File: src/rtl/insn_dec_pkg.sv
package insn_dec_pkg;

   localparam int NIB_W = 4;

   localparam logic [NIB_W-1:0] CLS_NOP   = 4'h0;
   localparam logic [NIB_W-1:0] CLS_HALT  = 4'h1;
   localparam logic [NIB_W-1:0] CLS_RRMOV = 4'h2;
   localparam logic [NIB_W-1:0] CLS_IRMOV = 4'h3;
   localparam logic [NIB_W-1:0] CLS_RMMOV = 4'h4;
   localparam logic [NIB_W-1:0] CLS_MRMOV = 4'h5;
   localparam logic [NIB_W-1:0] CLS_ALU   = 4'h6;
   localparam logic [NIB_W-1:0] CLS_JUMP  = 4'h7;
   localparam logic [NIB_W-1:0] CLS_CALL  = 4'h8;
   localparam logic [NIB_W-1:0] CLS_RET   = 4'h9;
   localparam logic [NIB_W-1:0] CLS_PUSH  = 4'hA;
   localparam logic [NIB_W-1:0] CLS_POP   = 4'hB;

   // highest defined class
   localparam logic [NIB_W-1:0] CLS_LAST  = CLS_POP;

   function automatic logic cls_has_reg(input logic [NIB_W-1:0] cls);
      return (cls inside {CLS_RRMOV, CLS_IRMOV, CLS_RMMOV, CLS_MRMOV,
                          CLS_ALU, CLS_PUSH, CLS_POP});
   endfunction

   function automatic logic cls_has_const(input logic [NIB_W-1:0] cls);
      return (cls inside {CLS_IRMOV, CLS_RMMOV, CLS_MRMOV, CLS_JUMP, CLS_CALL});
   endfunction

   function automatic logic [NIB_W-1:0] cls_fun_limit(input logic [NIB_W-1:0] cls);
      case (cls)
         CLS_ALU:  return 4'd3;
         CLS_JUMP: return 4'd6;
         default:  return 4'd0;
      endcase
   endfunction

endpackage

File: src/rtl/insn_head_classify.sv
module insn_head_classify
   import insn_dec_pkg::*;
#(
   parameter int CONST_BYTES = 4,
   localparam int LEN_W = $clog2(CONST_BYTES + 3)
)(
   input  logic [2*NIB_W-1:0] head,
   output logic [LEN_W-1:0]   len,
   output logic               has_reg,
   output logic               illegal
);

   localparam logic [LEN_W-1:0] LEN_ONE   = 1;
   localparam logic [LEN_W-1:0] LEN_CONST = LEN_W'(CONST_BYTES);

   logic [NIB_W-1:0] cls;
   logic [NIB_W-1:0] fun;
   logic             has_const;

   assign cls = head[2*NIB_W-1:NIB_W];
   assign fun = head[NIB_W-1:0];

   always_comb begin
      illegal   = (cls > CLS_LAST) || (fun > cls_fun_limit(cls));
      has_reg   = cls_has_reg(cls);
      has_const = cls_has_const(cls);
      if (illegal) begin
         len = LEN_ONE;
      end else begin
         len = LEN_ONE + (has_reg ? LEN_ONE : '0) + (has_const ? LEN_CONST : '0);
      end
   end

endmodule

File: src/rtl/le_const_assembler.sv
module le_const_assembler #(
   parameter int CONST_BYTES = 4,
   localparam int CONST_W = 8 * CONST_BYTES
)(
   input  logic               clk,
   input  logic               rst_n,
   input  logic               clr,
   input  logic               shift_en,
   input  logic [7:0]         din,
   output logic [CONST_W-1:0] dout
);

   // Bytes enter at the top lane and move down; after CONST_BYTES shifts
   // the first byte received sits in lane 0 (little-endian order).
   for (genvar i = 0; i < CONST_BYTES; i++) begin : g_lane
      logic [7:0] next_byte;
      if (i == CONST_BYTES - 1) begin : g_top
         assign next_byte = din;
      end else begin : g_mid
         assign next_byte = dout[8*(i+1) +: 8];
      end

      always_ff @(posedge clk) begin
         if (!rst_n || clr) begin
            dout[8*i +: 8] <= '0;
         end else if (shift_en) begin
            dout[8*i +: 8] <= next_byte;
         end
      end
   end

endmodule

File: src/rtl/insn_stream_decoder.sv
module insn_stream_decoder
   import insn_dec_pkg::*;
#(
   parameter int               CONST_BYTES = 4,
   parameter logic [NIB_W-1:0] REG_NONE    = 4'h8,
   localparam int LEN_W   = $clog2(CONST_BYTES + 3),
   localparam int CONST_W = 8 * CONST_BYTES
)(
   input  logic               clk,
   input  logic               rst_n,
   input  logic               in_valid,
   input  logic [7:0]         in_byte,
   output logic               out_valid,
   output logic [NIB_W-1:0]   out_icode,
   output logic [NIB_W-1:0]   out_ifun,
   output logic [NIB_W-1:0]   out_ra,
   output logic [NIB_W-1:0]   out_rb,
   output logic [CONST_W-1:0] out_const,
   output logic [LEN_W-1:0]   out_len,
   output logic               out_illegal
);

   if (CONST_BYTES < 1 || CONST_BYTES > 8) begin : g_bad_const_bytes
      $error("CONST_BYTES must lie in 1..8");
   end

   localparam logic [LEN_W-1:0] LEN_ONE = 1;

   // classification of the byte in flight
   logic [LEN_W-1:0] head_len;
   logic             head_has_reg;
   logic             head_illegal;

   insn_head_classify #(.CONST_BYTES(CONST_BYTES)) u_classify (
      .head    (in_byte),
      .len     (head_len),
      .has_reg (head_has_reg),
      .illegal (head_illegal)
   );

   // gathering state
   logic             busy_q;
   logic [LEN_W-1:0] pos_q;
   logic [LEN_W-1:0] len_q;
   logic             hreg_q;

   logic take_head;
   logic take_body;
   logic body_is_reg;
   logic body_is_last;
   logic head_done;

   assign take_head    = in_valid && !busy_q;
   assign take_body    = in_valid && busy_q;
   assign body_is_reg  = hreg_q && (pos_q == LEN_ONE);
   assign body_is_last = (pos_q + LEN_ONE) == len_q;
   assign head_done    = head_illegal || (head_len == LEN_ONE);

   le_const_assembler #(.CONST_BYTES(CONST_BYTES)) u_const (
      .clk      (clk),
      .rst_n    (rst_n),
      .clr      (take_head),
      .shift_en (take_body && !body_is_reg),
      .din      (in_byte),
      .dout     (out_const)
   );

   always_ff @(posedge clk) begin
      if (!rst_n) begin
         busy_q      <= 1'b0;
         pos_q       <= '0;
         len_q       <= '0;
         hreg_q      <= 1'b0;
         out_valid   <= 1'b0;
         out_icode   <= '0;
         out_ifun    <= '0;
         out_ra      <= REG_NONE;
         out_rb      <= REG_NONE;
         out_len     <= '0;
         out_illegal <= 1'b0;
      end else begin
         out_valid <= 1'b0;
         if (take_head) begin
            out_icode   <= in_byte[2*NIB_W-1:NIB_W];
            out_ifun    <= in_byte[NIB_W-1:0];
            out_ra      <= REG_NONE;
            out_rb      <= REG_NONE;
            out_len     <= head_len;
            out_illegal <= head_illegal;
            if (head_done) begin
               out_valid <= 1'b1;
            end else begin
               busy_q <= 1'b1;
               pos_q  <= LEN_ONE;
               len_q  <= head_len;
               hreg_q <= head_has_reg;
            end
         end else if (take_body) begin
            if (body_is_reg) begin
               out_ra <= in_byte[2*NIB_W-1:NIB_W];
               out_rb <= in_byte[NIB_W-1:0];
            end
            pos_q <= pos_q + LEN_ONE;
            if (body_is_last) begin
               busy_q    <= 1'b0;
               out_valid <= 1'b1;
            end
         end
      end
   end

endmodule

File: config.mk
export PLATFORM = sky130hd
export DESIGN_NAME = insn_stream_decoder
export DESIGN_NICKNAME = d
export VERILOG_FILES = /design/src/rtl/insn_dec_pkg.sv /design/src/rtl/insn_head_classify.sv /design/src/rtl/le_const_assembler.sv /design/src/rtl/insn_stream_decoder.sv
export SDC_FILE = /design/constraint.sdc
export NUM_CORES = 1
export LEC_CHECK = 0
export BUFFER_PORTS_ARGS = -buffer_cell sky130_fd_sc_hd__buf_4
export CORE_MARGIN = 1
export CORE_UTILIZATION = 56
export DETAILED_ROUTE_END_ITERATION = 16
export GPL_TIMING_DRIVEN = 0
export PLACE_DENSITY = 0.84
export RECOVER_POWER = 50
export SLEW_MARGIN = 20
export SYNTH_ARGS = -nofsm -noshare
export SYNTH_HDL_FRONTEND = slang
export SYNTH_SLANG_ARGS = --single-unit
File: constraint.sdc
create_clock -name clk -period 5.8 [get_ports clk]
set_input_delay 0.87 -clock clk [delete_from_list [all_inputs] [get_ports clk]]
set_output_delay 0.87 -clock clk [all_outputs]
set_load 0.02 [all_outputs]
==> results of run 1 <==
worst min-delay path by stage:
stage	slack, ps	to	from	cells past startpoint
after floorplan	440	hreg_q	hreg_q	2
after global placement	440	u_const.dout[2]	u_const.dout[2]	2
after detailed placement	450	u_const.dout[1]	u_const.dout[1]	2
after CTS	460	u_const.dout[1]	u_const.dout[1]	2
after global routing	470	u_const.dout[1]	u_const.dout[1]	2
final	460	out_icode[3]	out_icode[3]	2
Yosys cell counts (all sizes together):
library cell   n  area, um2
nand3b         1       7.51
nor3b          1       18.8
and2           1       6.26
a21oi         44        220
nand3          8       40.0
clkbuf         4       16.3
inv            5       18.8
nand2         88        333
or2            2       12.5
nand2b         1       13.8
o21a           3       22.5
a2bb2oi        1       15.0
o31ai          2       28.8
o2bb2ai        3       26.3
ha             5       62.6
a211oi         2       20.0
buf           16        100
o21ai          4       31.3
o221a          1       11.3
nor2b          4       32.5
mux2i         10        100
o32ai          2       17.5
nor4           1       6.26
xnor2          5       43.8
dfxtp         61       1220
nor2          12       70.1
o211ai         1       7.51
area by class of cell:
cell class | count | area (um2) | area share, %
well taps | 50 | 62.6 | 2.01
inverters | 5 | 18.8 | 0.602
flip-flops and latches | 61 | 1220 | 39.2
clock inverters | 5 | 50.0 | 1.61
plain buffers | 20 | 103 | 3.29
repair buffers | 58 | 383 | 12.3
clock buffers | 11 | 141 | 4.54
multi-input cells | 202 | 1140 | 36.5
layer usage:
layer | GRT usage (%) | wire, um | up-vias
li1 | - | - | 1095
met1 | 33.7 | 2480 | 999
met2 | 42.0 | 2680 | 83
met3 | 5.92 | 412 | 12
met4 | 15.6 | 119 | 0
met5 | 0 | 0 | -
through the flow:
| step | utilization (%) | worst slack [ps] | hold slack, ps |
|---|---|---|---|
| 3_5_place_dp | 72.4 | 3030 | 448 |
| 5_1_grt | 75.2 | 3190 | 473 |
| 6_report | 75.2 | 3370 | 456 |
| 2_1_floorplan | - | 3230 | 441 |
| 3_3_place_gp | 72.4 | 3060 | 442 |
| 4_1_cts | 77.1 | 3390 | 456 |
state kept, by name, summed over array words and instances, names as in the netlist:
signal and cells:
out_rb 4, out_len 3, out_icode 4, busy_q 1
u_const.dout 8, len_q 3, pos_q 3, out_ra 4
u_const.g_lane.next_byte 24, hreg_q 1, out_valid 1, out_ifun 4
out_illegal 1
power by group:
| part | leakage, nW | total (W) | internal (W) | switching (W) |
|---|---|---|---|---|
| combinational | 0.575 | 0.0000742 | 0.0000264 | 0.0000479 |
| clock | 0.103 | 0.000363 | 0.000207 | 0.000156 |
| sequential | 0.494 | 0.000431 | 0.000426 | 0.00000489 |
kinds of logic (layout without fill, tap and decap cells):
family	count (synthesis)	after routing
buffers and inverters	25	99
adder cells (fa/ha/maj)	5	5
AND/OR/NAND/NOR	119	119
XOR/XNOR	5	5
AO/OA/AOI/OAI	63	63
flip-flops	61	61
multiplexers	10	10
worst register-to-register path, stage by stage (launching register included):
cell and delay [ps]:
dfxtp_1 440, ha_1 200, nand3b_1 130, nor2_1 770, mux2i_1 260, nand3_1 100
==> impl_summary.md, run 1 <==
Status
The run finished with clean final reports.

Logic synthesis
The combinational family with the most area after synthesis is simple AND/OR/NAND/NOR gates. Summing the areas of all xor and xnor instances in the mapped netlist gives 1.75% of the synthesized area. The portion of synthesized area spent on multiplexers is 4.00%. When the netlist entered floorplanning its net count stood at 304. After synthesis, the mean cell area works out to 8.69 um2. Summing the areas of all compound-gate instances in the mapped netlist gives 16.0% of the synthesized area.

The sequential cell area fraction in the yosys report is 48.8%. The number of library cell types mapped by synthesis is 37. Yosys printed 0 warnings. The count of state elements after synthesis is 61. The number of instances in the synthesized netlist is 288. The mapped netlist covers 2500 um2. The post-synthesis share of cell area spent on and, or, nand and nor gates is 21.6%. The share of synthesized cell area in full adder, half adder and majority cells is 2.50%.

Placement
The detailed placer's ending HPWL is roughly 4000 um. The placer congestion estimate is 0.759. The number of placed cells counting well taps is a little under 400. The placement-stage cell area is 3000 um2.

The number of buffers added on ports is 58.

GRT
The initial antenna violation count is 0. The via count of the first global-routing pass is 1955. Global routing finished with a remaining overflow of 0. The first global-routing pass estimated 9070 um of wire. The total global routing track utilization is a little over a quarter.

The largest net degree at the start of global routing is 11.

STA
Setup violations remaining at the end of the flow were counted as 0. The final setup TNS is 0 ps. After layout, the minimum clock period comes to 2430 ps. The final period utilization is 41.9%. Setup repair after global routing left no endpoint under its margin. The timing-limited maximum frequency is 412 MHz. The final number of hold-violating endpoints is 0. The count of pins over their slew limit is 0. Between clock sinks in the finished design, the worst skew comes to 6.34 ps. The actual slew at the worst max-slew pin is 965 ps. Headroom to the max-slew limit came out at 35.5%.

Critical path
The instance count on the critical path is 10. The critical path goes through buf_2 > nor2b_1 > nand2_1 > nor2_1 > ha_1 > nand3_1 > o21ai_0 > o21ai_4 > nor2_2 > o221a_1. The kind of cell adding the most delay to the critical path is compound AO/OA/AOI/OAI gates. The cell at the slowest stage of the critical path is o21ai_4. At the worst endpoint, the required time is just over 6000 ps. Together, buffers and inverters on the worst path number 1. For the worst flop-to-flop path, the logic depth is 5. In this run the critical register-to-register path is captured at out_rb[3]. The critical path class is in2reg. The critical path launch point type is an input pin. The most critical setup path has its startpoint at in_byte[5].

The worst reg-to-reg setup slack is 3750 ps. The signal arrival time at the worst endpoint is 2660 ps. The critical path ends at len_q[0]. The largest fanout on the critical path is 8. The largest stage delay on the critical path is between 300 and 400 ps. The capturing element type of the critical path is a flop.

The startpoint of the most critical register-to-register path is pos_q[0].

Floorplan
The total area inside the core boundary comes to roughly 4100 um2. The floorplan step set the die height to 68.9 um. The starting density of the core is 60.4%. The floorplan step defined a die boundary enclosing 4740 um2. The die extent in x is between 60 and 70 um. In this run the core area contains 23 standard-cell rows. The number of I/O pins is 64.

Cells and area
The number of nets in the finished design is approximately 370. The number of fill cells is 347. The finished cells cover 3120 um2. The library cell used most frequently in the layout, excluding fill and tap cells, is nand2_1. The final antenna diode count is 0. The top cell types in the final layout, fill and taps aside, are nand2_1, dfxtp_1, a21oi_1, buf_4, clkbuf_1. The layout-stage area growth over the synthesis result is 24.5%. After the flow finishes, the layout carries non-filler instances totaling around 410. Cells with a size suffix above 1 make up 22.9% of the layout.

Power
Overall power consumption after layout is estimated at 0.000868 W. For this design the ratio of total power to cell area is approximately 280 nW/um2. For this design the static power due to leakage is 1.17 nW. The maximum vdd drop is approximately 210 uV.

Routing
The pre-antenna-repair detailed-routing pass consisted of 4 iterations. For this run, design rule violations remaining after detail routing come to 0. The number of nets still failing antenna checks after routing is 0.

The wire length per cell after detailed routing is 13.8 um. Using the TritonRoute via totals, the vias-per-cell ratio works out to about 5.3. For this block, the initial DRC count from the detailed router was approximately 120. The total vias in the final route is 2189.

The final wirelength is around 5700 um.

CTS
The count of H-tree levels built during CTS is 3. In this run the post-CTS setup repair buffer count came out at 0. The clock net in this run drives a total of 61 sinks. The cell sitting at the root of the clock tree is a clkbuf_8.

The later-pin clock latency in the skew report is 340 ps. Post-CTS repair changed the size of 0 cells. The CTS tree is done. The number of buffers on the longest clock path is 2. After clock tree synthesis, the clock-pin slew on the worst setup and hold paths is 70 ps. The number of buffers created by CTS is 9.

The hold buffer count at CTS is 0.

Worst hold path
The tightest min-delay check is of the reg2reg type.

Job
The count of maximum capacitance violations is 0.
(Power assumes the default switching activity.)
==> inputs of run 2 (changes only) <==
--- a/config.mk
+++ b/config.mk
@@ -7,10 +7,10 @@
 export LEC_CHECK = 0
 export BUFFER_PORTS_ARGS = -buffer_cell sky130_fd_sc_hd__buf_4
 export CORE_MARGIN = 1
-export CORE_UTILIZATION = 56
+export CORE_UTILIZATION = 52
 export DETAILED_ROUTE_END_ITERATION = 16
 export GPL_TIMING_DRIVEN = 0
-export PLACE_DENSITY = 0.84
+export PLACE_DENSITY = 0.79
 export RECOVER_POWER = 50
 export SLEW_MARGIN = 20
 export SYNTH_ARGS = -nofsm -noshare
==> constraint.sdc (replaced) <==
create_clock -name clk -period 2.4 [get_ports clk]
set_input_delay 0.36 -clock clk [delete_from_list [all_inputs] [get_ports clk]]
set_output_delay 0.36 -clock clk [all_outputs]
set_load 0.02 [all_outputs]
==> run 2 against run 1 <==
The flow now finishes with violations (design-rule violations). Design area decreased by 3.2%. Setup slack lost 2900 ps. Sequential power rose by 140%. Critical path type unchanged.
==> impl_summary.md, run 2 (synthesized netlist as in run 1, its figures left out) <==
Critical path
The required arrival time at the worst endpoint is 2630 ps (-3400 ps). The signal arrival time at the worst endpoint is 2160 ps (-500 ps). In this run the worst setup path terminates at len_q[0].

The capturing element type of the critical path is a flop. The critical path launch point type is an input pin. Among all stages on the critical path, the largest delay is contributed by o21ai_4. The largest fanout on the critical path is 8 (unchanged). The worst reg-to-reg setup slack is 830 ps (-2920 ps). The number of cell instances on the worst register-to-register path is 5 (unchanged).

The worst register-to-register path begins at pos_q[0]. The largest stage delay on the critical path is 320 ps (about the same). The signal on the critical path passes through buf_2 > nor2b_1 > nand2_1 > nor2_1 > ha_1 > nand3_1 > o21ai_0 > o21ai_4 > nor2_2 > o221a_1.

The endpoint identified for the worst register-to-register timing path is out_rb[3]. The critical path in this run is classified as in2reg. The critical path starts at in_byte[5].

Routing
The number of remaining DRC errors is 3 (+3). The final wirelength is 5530 um (-2.8%). The wire length per cell after detailed routing came to 13.4 um (-3.1%).

The number of nets still failing antenna checks after routing is 0 (unchanged). The number of search-and-repair iterations in the first detailed-routing pass is 10 (+6). The number of DRC markers in iteration 0 was 89 (-24%). The ratio of routed vias to standard cells came to 5.24 (-1.4%). The total vias in the final route is 2163 (-1.2%).

GRT
The total global routing track utilization came to 23.5% (-3.3 points). The global-route congestion overflow total came to 0 (unchanged). The largest net degree at the start of global routing came to 11 (unchanged).

The via count of the first global-routing pass came to 1945 (-0.51%). The initial antenna violation count is 0 (unchanged). The first-pass GRT wire length is 9140 um (+0.76%).

STA
The final number of hold-violating endpoints is 0 (unchanged). The final period utilization is 80.3%. Setup repair after global routing left no endpoint under its margin. The final worst clock skew is 11.4 ps (+5.10 ps). The setup slack of the critical path after layout is 473 ps (-2900 ps).

For this run, the top clock speed supported by timing is 519 MHz. The normalized max-slew margin is 65.4% (+30 points). The final setup TNS is 0 ps (unchanged).

The final setup violation count is 0 (unchanged). Subtracting the final worst setup slack from the clock period gives 1930 ps. The actual slew at the worst max-slew pin is 519 ps (-445 ps). The count of pins over their slew limit is 0 (unchanged).

Cells and area
The final antenna diode count is 0 (unchanged). The library cells used most frequently in the layout, excluding fill and tap cells, are nand2_1, dfxtp_1, clkbuf_1, a21oi_1, buf_4. Leaving out fill and tap cells, the most frequent cell in the layout is nand2_1. The number of fill cells is 425 (+22%).

The number of nets in the finished design was 373 (unchanged). The layout-stage area growth over the synthesis result is 20.5%. The storage element area was 1220 um2 (unchanged).

The flip-flop count of the largest register, all copies and words added is 24 (unchanged). The share of post-route cells with drive strength above 1 was 15.0% (-8.0 points). The area of the multi-input gates is 1150 um2 (+0.88%). The final core area utilization is 67.0% (-8.2 points).

Worst hold path
In this run the most critical hold path is launched from in_byte[0]. The worst min-delay path category is in2reg.

CTS
The hold buffer count at CTS is 0 (unchanged). The count of cells resized by post-cts repair is 0 (unchanged). The later-pin clock latency in the skew report is 340 ps (about the same). CTS placed an instance of clkbuf_8 at the clock tree root. The post-CTS setup repair buffer count is 0 (unchanged). The number of buffers on the longest clock path is 2 (unchanged). TritonCTS built the clock tree. The clock sink count is 61 (unchanged). The number of buffers created by CTS is 9 (unchanged).

The count of H-tree levels built during CTS is 3 (unchanged). The clock transition at the register clock pins on the worst setup and hold paths after CTS is 60 ps (about the same).

Floorplan
The placement row count is 24 (+4.3%). The die extent in x is 71.4 um (+3.7%). The placeable core region is 4500 um2 (+8.7%). The number of I/O pins is 64 (unchanged). The overall die area came to 5100 um2 (+7.5%).

The die span in y is 71.4 um (+3.7%). The starting density of the core is 55.6% (-4.8 points).

Job
The count of maximum capacitance violations is 0 (unchanged).

Power
The static leakage power is 1.04 nW (-11%). The total power density per cell area is 709 nW/um2 (+150%). The maximum vdd drop is 537 uV (+160%).

Placement
The worst slack at placement is 120 ps (-2910 ps). The placer congestion estimate is 0.790 (+4.1%). The number of buffers added on ports was 58 (unchanged).

The detailed placer's ending HPWL came to 3860 um (-4.0%).

Status
The checks that failed: design-rule violations. The run finished, with violations left.
## run 2: stage by stage
stage / instance area [um2] / hold WS (ps) / total power [W] / cells
6_report: 3020 / 291 / 0.00214 / 413
5_1_grt: 3020 / 287 / 0.00221 / 413
4_1_cts: 3200 / 281 / 0.00216 / 413
3_5_place_dp: 3000 / 447 / 0.00125 / 398
3_3_place_gp: 3000 / 443 / 0.00125 / 398
2_1_floorplan: 2500 / 441 / 0.00119 / 288
## run 2: area by class of cell
type / instances / share of cell area, %
repair buffers: 58 / 8.33
plain buffers: 20 / 3.81
multi-input cells: 202 / 38.0
inverters: 5 / 0.622
clock inverters: 4 / 1.58
clock buffers: 11 / 5.02
well taps: 52 / 2.16
flip-flops and latches: 61 / 40.5
## run 2: worst min path at each step
stage	end	slack, ps	cells after the start
6_report	u_const.g_lane[2].next_byte[0]	290	3
3_3_place_gp	u_const.dout[2]	440	2
5_1_grt	u_const.g_lane[2].next_byte[1]	290	3
4_1_cts	u_const.g_lane[2].next_byte[0]	280	3
3_5_place_dp	u_const.dout[1]	450	2
2_1_floorplan	hreg_q	440	2
## run 2: worst max-delay path, delay by kind of cell
kind,cells,cell delay [ps]
simple gates,5,640
compound gates,3,720
buf+inv,1,200
fa+ha+maj,1,230
## run 2: metal layers
metal  up-vias  GRT usage [%]  routed length [um]
met1       995           31.4                2720
met3        10           6.05                 272
met2        69           34.8                2420
met4         0           13.3                 122
met5         -              0                   0
li1       1089              -                   -
## run 2: report_power, final
group	total (W)	internal, W	switching [W]
Sequential	0.00104	0.00103	0.0000112
Clock	0.000922	0.000526	0.000396
Combinational	0.000175	0.0000600	0.000115
Total	0.00214	0.00162	0.000522
